**config.mk**
```make
export PLATFORM = sky130hd
export DESIGN_NAME = asram_ctrl
export DESIGN_NICKNAME = d
export VERILOG_FILES = /design/src/rtl/asram_pkg.sv /design/src/rtl/asram_seq.sv /design/src/rtl/asram_dp.sv /design/src/rtl/asram_ctrl.sv
export SDC_FILE = /design/constraint.sdc
export NUM_CORES = 1
export LEC_CHECK = 0
export CAP_MARGIN = 20
export CORE_MARGIN = 3
export CORE_UTILIZATION = 42
export CTS_CLUSTER_DIAMETER = 100
export CTS_CLUSTER_SIZE = 30
export DETAILED_ROUTE_END_ITERATION = 6
export GPL_TIMING_DRIVEN = 0
export PLACE_DENSITY = 0.8
export SKIP_CTS_REPAIR_TIMING = 1
export SLEW_MARGIN = 10
export SYNTH_ARGS = -nofsm -noshare
export SYNTH_HDL_FRONTEND = slang
export SYNTH_HIERARCHICAL = 1
export SYNTH_SLANG_ARGS = --single-unit
export TNS_END_PERCENT = 50
```
**constraint.sdc**
```tcl
create_clock -name clk -period 2.3 [get_ports clk]
set_clock_uncertainty 0.1 [all_clocks]
set_input_delay 0.345 -clock clk [delete_from_list [all_inputs] [get_ports clk]]
set_output_delay 0.345 -clock clk [all_outputs]
set_load 0.005 [all_outputs]
```
**src/rtl/asram_pkg.sv**
```systemverilog
package asram_pkg;

  // Strobes from the sequencer to the datapath.
  typedef struct packed {
    logic selN;      // memory select level
    logic outEnN;    // memory output enable level
    logic wrEnN;     // memory write enable level
    logic busDrive;  // enable our data drivers
    logic loadReq;   // capture request address and data
    logic grabData;  // sample the bus into the read register
  } asramStrobe_t;

  function automatic int nsToCycles(int ns, int clkNs);
    return (ns + clkNs - 1) / clkNs;
  endfunction

  function automatic int maxOf(int a, int b);
    return (a > b) ? a : b;
  endfunction

endpackage

```
**src/rtl/asram_seq.sv**
```systemverilog
module asram_seq
  import asram_pkg::*;
#(
  parameter int RD_CYC = 6,
  parameter int SU_CYC = 1,
  parameter int WE_CYC = 4,
  parameter int HD_CYC = 1,
  parameter int TA_CYC = 3
) (
  input  logic         clk,
  input  logic         rstN,
  input  logic         reqValid,
  input  logic         reqWrite,
  output logic         reqReady,
  output asramStrobe_t strobe
);

  localparam int MAX_CYC = maxOf(maxOf(RD_CYC, WE_CYC),
                                 maxOf(maxOf(SU_CYC, HD_CYC), TA_CYC));
  localparam int CNT_W   = $clog2(MAX_CYC + 1);

  typedef enum logic [2:0] {
    PH_IDLE,
    PH_READ,
    PH_TURN,
    PH_SETUP,
    PH_PULSE,
    PH_HOLD
  } phase_t;

  phase_t           phase, phaseNext;
  logic [CNT_W-1:0] stepCnt, stepLimit;
  logic             stepDone, accept;

  always_comb begin
    case (phase)
      PH_READ:  stepLimit = CNT_W'(RD_CYC - 1);
      PH_TURN:  stepLimit = CNT_W'(TA_CYC - 1);
      PH_SETUP: stepLimit = CNT_W'(SU_CYC - 1);
      PH_PULSE: stepLimit = CNT_W'(WE_CYC - 1);
      PH_HOLD:  stepLimit = CNT_W'(HD_CYC - 1);
      default:  stepLimit = '0;
    endcase
  end

  assign stepDone = (stepCnt == stepLimit);
  assign accept   = (phase == PH_IDLE) && reqValid;
  assign reqReady = (phase == PH_IDLE);

  always_comb begin
    phaseNext = phase;
    case (phase)
      PH_IDLE:  if (accept) phaseNext = reqWrite ? PH_SETUP : PH_READ;
      PH_READ:  if (stepDone) phaseNext = PH_TURN;
      PH_TURN:  if (stepDone) phaseNext = PH_IDLE;
      PH_SETUP: if (stepDone) phaseNext = PH_PULSE;
      PH_PULSE: if (stepDone) phaseNext = PH_HOLD;
      PH_HOLD:  if (stepDone) phaseNext = PH_IDLE;
      default:  phaseNext = PH_IDLE;
    endcase
  end

  always_ff @(posedge clk or negedge rstN) begin
    if (!rstN) begin
      phase   <= PH_IDLE;
      stepCnt <= '0;
    end else begin
      phase <= phaseNext;
      if (phaseNext != phase || phase == PH_IDLE) stepCnt <= '0;
      else                                        stepCnt <= stepCnt + 1'b1;
    end
  end

  // Strobe decode from the registered phase: one level of logic per pin.
  always_comb begin
    strobe = '{selN: 1'b1, outEnN: 1'b1, wrEnN: 1'b1,
               busDrive: 1'b0, loadReq: 1'b0, grabData: 1'b0};
    case (phase)
      PH_IDLE:  strobe.loadReq = accept;
      PH_READ: begin
        strobe.selN     = 1'b0;
        strobe.outEnN   = 1'b0;
        strobe.grabData = stepDone;
      end
      PH_SETUP, PH_HOLD: begin
        strobe.selN     = 1'b0;
        strobe.busDrive = 1'b1;
      end
      PH_PULSE: begin
        strobe.selN     = 1'b0;
        strobe.wrEnN    = 1'b0;
        strobe.busDrive = 1'b1;
      end
      default: ;
    endcase
  end

endmodule

```
**src/rtl/asram_dp.sv**
```systemverilog
module asram_dp
  import asram_pkg::*;
#(
  parameter int ADDR_W = 15,
  parameter int DATA_W = 8
) (
  input  logic              clk,
  input  logic              rstN,
  input  asramStrobe_t      strobe,
  input  logic [ADDR_W-1:0] reqAddr,
  input  logic [DATA_W-1:0] reqWdata,
  output logic [DATA_W-1:0] rdData,
  output logic              rdValid,
  output logic [ADDR_W-1:0] sramAddr,
  output logic              sramCsN,
  output logic              sramOeN,
  output logic              sramWeN,
  output logic [DATA_W-1:0] sramDqOut,
  output logic              sramDqOe,
  input  logic [DATA_W-1:0] sramDqIn
);

  logic [ADDR_W-1:0] addrQ;
  logic [DATA_W-1:0] dataQ, rdQ;
  logic              validQ;

  always_ff @(posedge clk or negedge rstN) begin
    if (!rstN) begin
      addrQ  <= '0;
      dataQ  <= '0;
      rdQ    <= '0;
      validQ <= 1'b0;
    end else begin
      if (strobe.loadReq) begin
        addrQ <= reqAddr;
        dataQ <= reqWdata;
      end
      if (strobe.grabData) rdQ <= sramDqIn;
      validQ <= strobe.grabData;
    end
  end

  assign sramAddr  = addrQ;
  assign sramDqOut = dataQ;
  assign sramDqOe  = strobe.busDrive;
  assign sramCsN   = strobe.selN;
  assign sramOeN   = strobe.outEnN;
  assign sramWeN   = strobe.wrEnN;
  assign rdData    = rdQ;
  assign rdValid   = validQ;

endmodule

```
**src/rtl/asram_ctrl.sv**
```systemverilog
module asram_ctrl
  import asram_pkg::*;
#(
  parameter int ADDR_W   = 15,
  parameter int DATA_W   = 8,
  parameter int CLK_NS   = 8,
  parameter int T_RC_NS  = 45,
  parameter int T_AA_NS  = 45,
  parameter int T_PWE_NS = 25,
  parameter int T_AW_NS  = 25,
  parameter int T_SD_NS  = 20,
  parameter int T_WC_NS  = 45,
  parameter int T_HZ_NS  = 20,
  parameter int TURN_MIN = 2
) (
  input  logic              clk,
  input  logic              rstN,
  input  logic              reqValid,
  output logic              reqReady,
  input  logic              reqWrite,
  input  logic [ADDR_W-1:0] reqAddr,
  input  logic [DATA_W-1:0] reqWdata,
  output logic              rdValid,
  output logic [DATA_W-1:0] rdData,
  output logic [ADDR_W-1:0] sramAddr,
  output logic              sramCsN,
  output logic              sramOeN,
  output logic              sramWeN,
  output logic [DATA_W-1:0] sramDqOut,
  output logic              sramDqOe,
  input  logic [DATA_W-1:0] sramDqIn
);

  localparam int RD_CYC = maxOf(nsToCycles(T_RC_NS, CLK_NS), nsToCycles(T_AA_NS, CLK_NS));
  localparam int WE_CYC = maxOf(nsToCycles(T_PWE_NS, CLK_NS), nsToCycles(T_AW_NS, CLK_NS));
  localparam int SU_CYC = maxOf(1, nsToCycles(T_SD_NS, CLK_NS) - WE_CYC);
  localparam int HD_CYC = maxOf(1, nsToCycles(T_WC_NS, CLK_NS) - WE_CYC - SU_CYC);
  localparam int TA_CYC = maxOf(TURN_MIN, nsToCycles(T_HZ_NS, CLK_NS));

  asramStrobe_t strobe;

  asram_seq #(
    .RD_CYC(RD_CYC), .SU_CYC(SU_CYC), .WE_CYC(WE_CYC),
    .HD_CYC(HD_CYC), .TA_CYC(TA_CYC)
  ) u_seq (
    .clk(clk), .rstN(rstN), .reqValid(reqValid), .reqWrite(reqWrite),
    .reqReady(reqReady), .strobe(strobe)
  );

  asram_dp #(.ADDR_W(ADDR_W), .DATA_W(DATA_W)) u_dp (
    .clk(clk), .rstN(rstN), .strobe(strobe),
    .reqAddr(reqAddr), .reqWdata(reqWdata),
    .rdData(rdData), .rdValid(rdValid),
    .sramAddr(sramAddr), .sramCsN(sramCsN), .sramOeN(sramOeN), .sramWeN(sramWeN),
    .sramDqOut(sramDqOut), .sramDqOe(sramDqOe), .sramDqIn(sramDqIn)
  );

endmodule

```
# == Yosys cells after proc, flatten, opt, wreduce, memory -nomap -nowiden ==
# Cells that the tools add are included.
# word_totals
reg_bits,38
latch_bits,0
mem_bits_rw,0
romBits,0
in_bits,35
out_inout_bits,37
wordCells,35
mem_count,0
# classes
add_sub_neg,1
n_mul,0
n_div,0
order_cmp,0
n_eq_ne,7
n_shift,0
n_mux,15
bitwise,0
reduce_logical,6
# ops
op,n
3-bit 2-to-1 mux,6
3-bit one-hot mux with 5 select lines,1
3-bit one-hot mux with 3 select lines,1
3-bit by 2-bit equality test with 1-bit output (second input constant),2
3-bit equality test (second input constant),2
1-bit 2-to-1 mux,6
4-bit OR reduction,1
3-bit by 1-bit adder with 3-bit output (second input constant),1
3-bit by 1-bit equality test with 1-bit output (second input constant),1
3-bit equality test,1
3-bit logical NOT,1
3-bit != test,1
3-bit OR reduction,1
2-bit 2-to-1 mux,1
2-bit OR reduction,1
1-bit logical AND,1
1-bit logical OR,1

# == Logic depth before layout (Yosys ltp) ==
# depth
word_depth,8
mapped_depth,6

# == Modules after synthesis ==
# Netlist, hierarchy kept.
# by_module_without_submodules
module,n_inst,cells_per_inst,area_per_inst_um2
asram_dp,1,70,1207.4
asram_seq,1,50,470.5

# == Worst setup path before layout ==
# Ideal clock, no wire load.
# synth_timing
kind,reg-to-reg
startpoint,reg u_seq.phase[0]
endpoint,"reg u_dp.addrQ[0], in the netlist u_dp/sramAddr[0]"
arrival_ps,1502
required_ps,2075
setup_slack_ps,574
path_stages_with_launch,5
path_buffers,2
path_cell_list,dfrtp_1 > buf_6 > nor4b_4 > buf_6 > mux2_2
# synth_rtl
element,line_no,source
"start, declared",asram_seq.sv:31,"phase_t phase, phaseNext;"
"start signal, assigned",asram_seq.sv:68,phase <= phaseNext;
"end signal, assigned",asram_dp.sv:35,addrQ <= reqAddr;
"end, declared",asram_dp.sv:23,logic [ADDR_W-1:0] addrQ;

==> flow_summary.json <==
{
  "yosysTopAreaCell": "dfrtp_1",
  "cp_max_fo": 8,
  "start_kind": "flop",
  "clkPwrFrac_pct": 14.2,
  "place_inst": 239,
  "instances_no_fill": 247,
  "grt_pass1_vias": 1278,
  "grt_pass1_wl_mm": 6.037,
  "synth_edf_count": 0,
  "cp-end-kind": "output pin",
  "yosysUniqueCellTypes": 29,
  "drcViolationCount": 0,
  "synthFlopType": "dfrtp_1",
  "cts_buffers": 5,
  "io_buffers": 71,
  "finalSetupViolCount": 0,
  "syn_area_per_cell_um2": 13.98,
  "total_leakage_power_nw": 1.090,
  "cp.arrival_ns": 1.79,
  "die_w_um": 69.21,
  "design_area_um2": 2545,
  "wl_mm": 3.599,
  "finalCriticalPeriod_ns": 2.233,
  "cts.clk_slew.worst_paths_ns": 0.07,
  "synthArstFlopShare_pct": 100.0,
  "dieHeight_um": 69.21,
  "antenna_found_initial": 0,
  "r2r_cells": 4,
  "drt_iter0_markers": 14,
  "vias": 1215,
  "dp_hpwl_mm": 2.831,
  "ant_nets": 0,
  "avgRoutedWirePerCell_um": 14.57,
  "hold_viol": 0,
  "slew_headroom_pct": 46.70,
  "p_sw_mw": 0.9708,
  "cts_sinks": 38,
  "synth_common_cells": "dfrtp_1 (38), mux2_2 (32), nor2_1 (8), buf_4 (5)",
  "regToRegStartpoint": "u_seq/phase[0]",
  "cts_tree": "built",
  "gp_congestion": 0.8571,
  "peakVddDrop_uv": 637.6,
  "p_seq_share_pct": 35.2,
  "r2r-end": "u_dp/sramAddr[13]",
  "ys_warn_count": 6,
  "drive_gt1_share_pct": 30.15,
  "pin_count": 72,
  "drt-pass1-iter-count": 4,
  "maxCapViolations": 0,
  "ys_ff_latch": 38,
  "diodes": 0,
  "status": "completed",
  "power_density_nw_per_um2": 1271,
  "initial_core_util_pct": 44.82,
  "yosys-top-cells-area": "dfrtp_1 (57%), mux2_2 (21%), buf_4 (2.2%)",
  "fin_crit_sh_pct": 97.08,
  "rows": 22,
  "hold_ws_ns": 0.04342,
  "core_um2": 3744,
  "internal_power_mw": 2.264,
  "synthMostInstantiatedCell": "dfrtp_1",
  "track_usage_pct": 15.57,
  "ys_seq_area_share_pct": 56.67,
  "switching_share_pct": 30.01,
  "grt_setup_unrepaired": "false",
  "rrSetupSlack_ns": 0.40,
  "area_growth_pct": 51.68,
  "place_area_um2": 2444,
  "critical_path_class": "flop to output pin",
  "synthCells": 120,
  "viasPerCell": 4.919,
  "die_area_um2": 4789,
  "synth_area_um2": 1678,
  "worst_pin_slew_ns": 0.7995,
  "cts_max_level": 2,
  "drv_slew": 0,
  "nNetsFinal": 234,
  "netlist.area_leader.share_pct": 56.67,
  "ctsLongestPathBuffers": 2,
  "min-delay-path-class": "input port to async pin",
  "comb_power_share_pct": 50.6,
  "clock.fmax_ghz": 0.4479,
  "syn_nets": 156,
  "overflow": 0,
  "grt_max_degree": 39,
  "crit_required_ns": 1.86,
  "cts.root.buffer_cell": "clkbuf_8",
  "insertion_delay_ns": 0.28
}
[through the flow]
stage	util (%)	power (mW)	setup TNS, ns	worst slack [ns]
global placement	65.41	2.726	-0.5637	-0.01650
CTS	67.81	3.266	0	0.02045
floorplan	-	1.968	0	0.5736
detailed placement	65.27	2.795	0	0.1430
global route	67.98	3.445	0	0.0003018
finish	67.98	3.235	0	0.06718
[power groups by stage]
| stage | registers [mW] | clock network [mW] | logic, mW |
|---|---|---|---|
| 2_1_floorplan | 1.15 | 0 | 0.819 |
| 3_3_place_gp | 1.13 | 0 | 1.60 |
| 3_5_place_dp | 1.15 | 0 | 1.64 |
| 4_1_cts | 1.14 | 0.476 | 1.65 |
| 5_1_grt | 1.17 | 0.507 | 1.76 |
| 6_report | 1.14 | 0.459 | 1.64 |
[cell type report]
class / count / area [um^2]
Inverter: 2 / 7.507
Tap cell: 48 / 60.06
Multi-Input combinational cell: 69 / 633.1
Clock inverter: 2 / 12.51
Buffer: 11 / 91.34
Clock buffer: 6 / 82.58
Timing Repair Buffer: 71 / 705.7
Fill cell: 280 / 1199
Sequential cell: 38 / 952.2
[metal layers]
metal	routed length, um	global-route usage [%]
met5	0	0
met4	13	3.905
met3	229	5.362
met2	1784	25.64
met1	1571	19.64
[cells in the final DEF (no fill, tap or decap)]
cell | netlist | layout
clkdlybuf4s50_1 | 0 | 70
dfrtp_1 | 38 | 37
mux2_2 | 32 | 32
nor2_1 | 8 | 7
clkbuf_8 | 0 | 6
buf_4 | 5 | 5
buf_6 | 3 | 3
nand2_1 | 3 | 3
o21ai_0 | 3 | 3
nor2b_1 | 3 | 3
buf_2 | 2 | 2
clkbuf_4 | 1 | 2
nor3_1 | 2 | 2
and3b_1 | 2 | 2
a22oi_1 | 2 | 2
clkinv_2 | 0 | 1
clkinvlp_4 | 0 | 1
inv_2 | 1 | 1
or3_1 | 1 | 1
nor4b_4 | 1 | 1
a21oi_1 | 1 | 1
o31ai_1 | 1 | 1
and2_2 | 1 | 1
o211ai_1 | 1 | 1
a31oi_4 | 1 | 1
nor4b_2 | 1 | 1
inv_1 | 1 | 1
xor2_1 | 1 | 1
a32oi_1 | 1 | 1
nand4_2 | 1 | 1
nor2_2 | 0 | 1
a21o_1 | 1 | 1
xnor2_1 | 1 | 1
ha_1 | 1 | 1
dfrtp_2 | 0 | 1
[worst max-delay path, stage by stage (launching register included)]
cell             delay [ns]
dfrtp_1                0.35
buf_6                  0.14
inv_2                  0.06
or3_1                  0.38
buf_4                  0.15
clkdlybuf4s50_1        0.43
[registers in the layout, indices dropped and copies added, names as in the netlist]
name,flops
u_seq/phase,3
u_dp/rdData,8
u_dp/sramAddr,15
u_dp/sramDqOut,8
u_dp/rdValid,1
u_seq/stepCnt,3
[cells by family (layout without fill, tap and decap cells)]
family	Yosys count	in the layout	share of synthesized area [%]
multiplexers	32	32	21.48
AO/OA/AOI/OAI	11	11	5.220
XOR/XNOR	2	2	1.044
flip-flops	38	38	56.67
buffers and inverters	13	92	5.742
AND/OR/NAND/NOR	23	23	9.098
adder cells (fa/ha/maj)	1	1	0.7456
[how the worst max path moves through the flow]
stage	start	to	slack, ns	cells past startpoint
after floorplan	u_seq/phase[0]	u_dp/sramAddr[0]	0.57	4
after global placement	rstN	u_dp/sramAddr[6]	-0.02	1
after detailed placement	reqValid	u_dp/sramAddr[1]	0.14	4
after CTS	u_seq/phase[2]	sramDqOe	0.02	5
after global routing	u_seq/phase[0]	sramOeN	0.0003	5
final	u_seq/phase[0]	sramOeN	0.07	5
(Power assumes the default switching activity.)
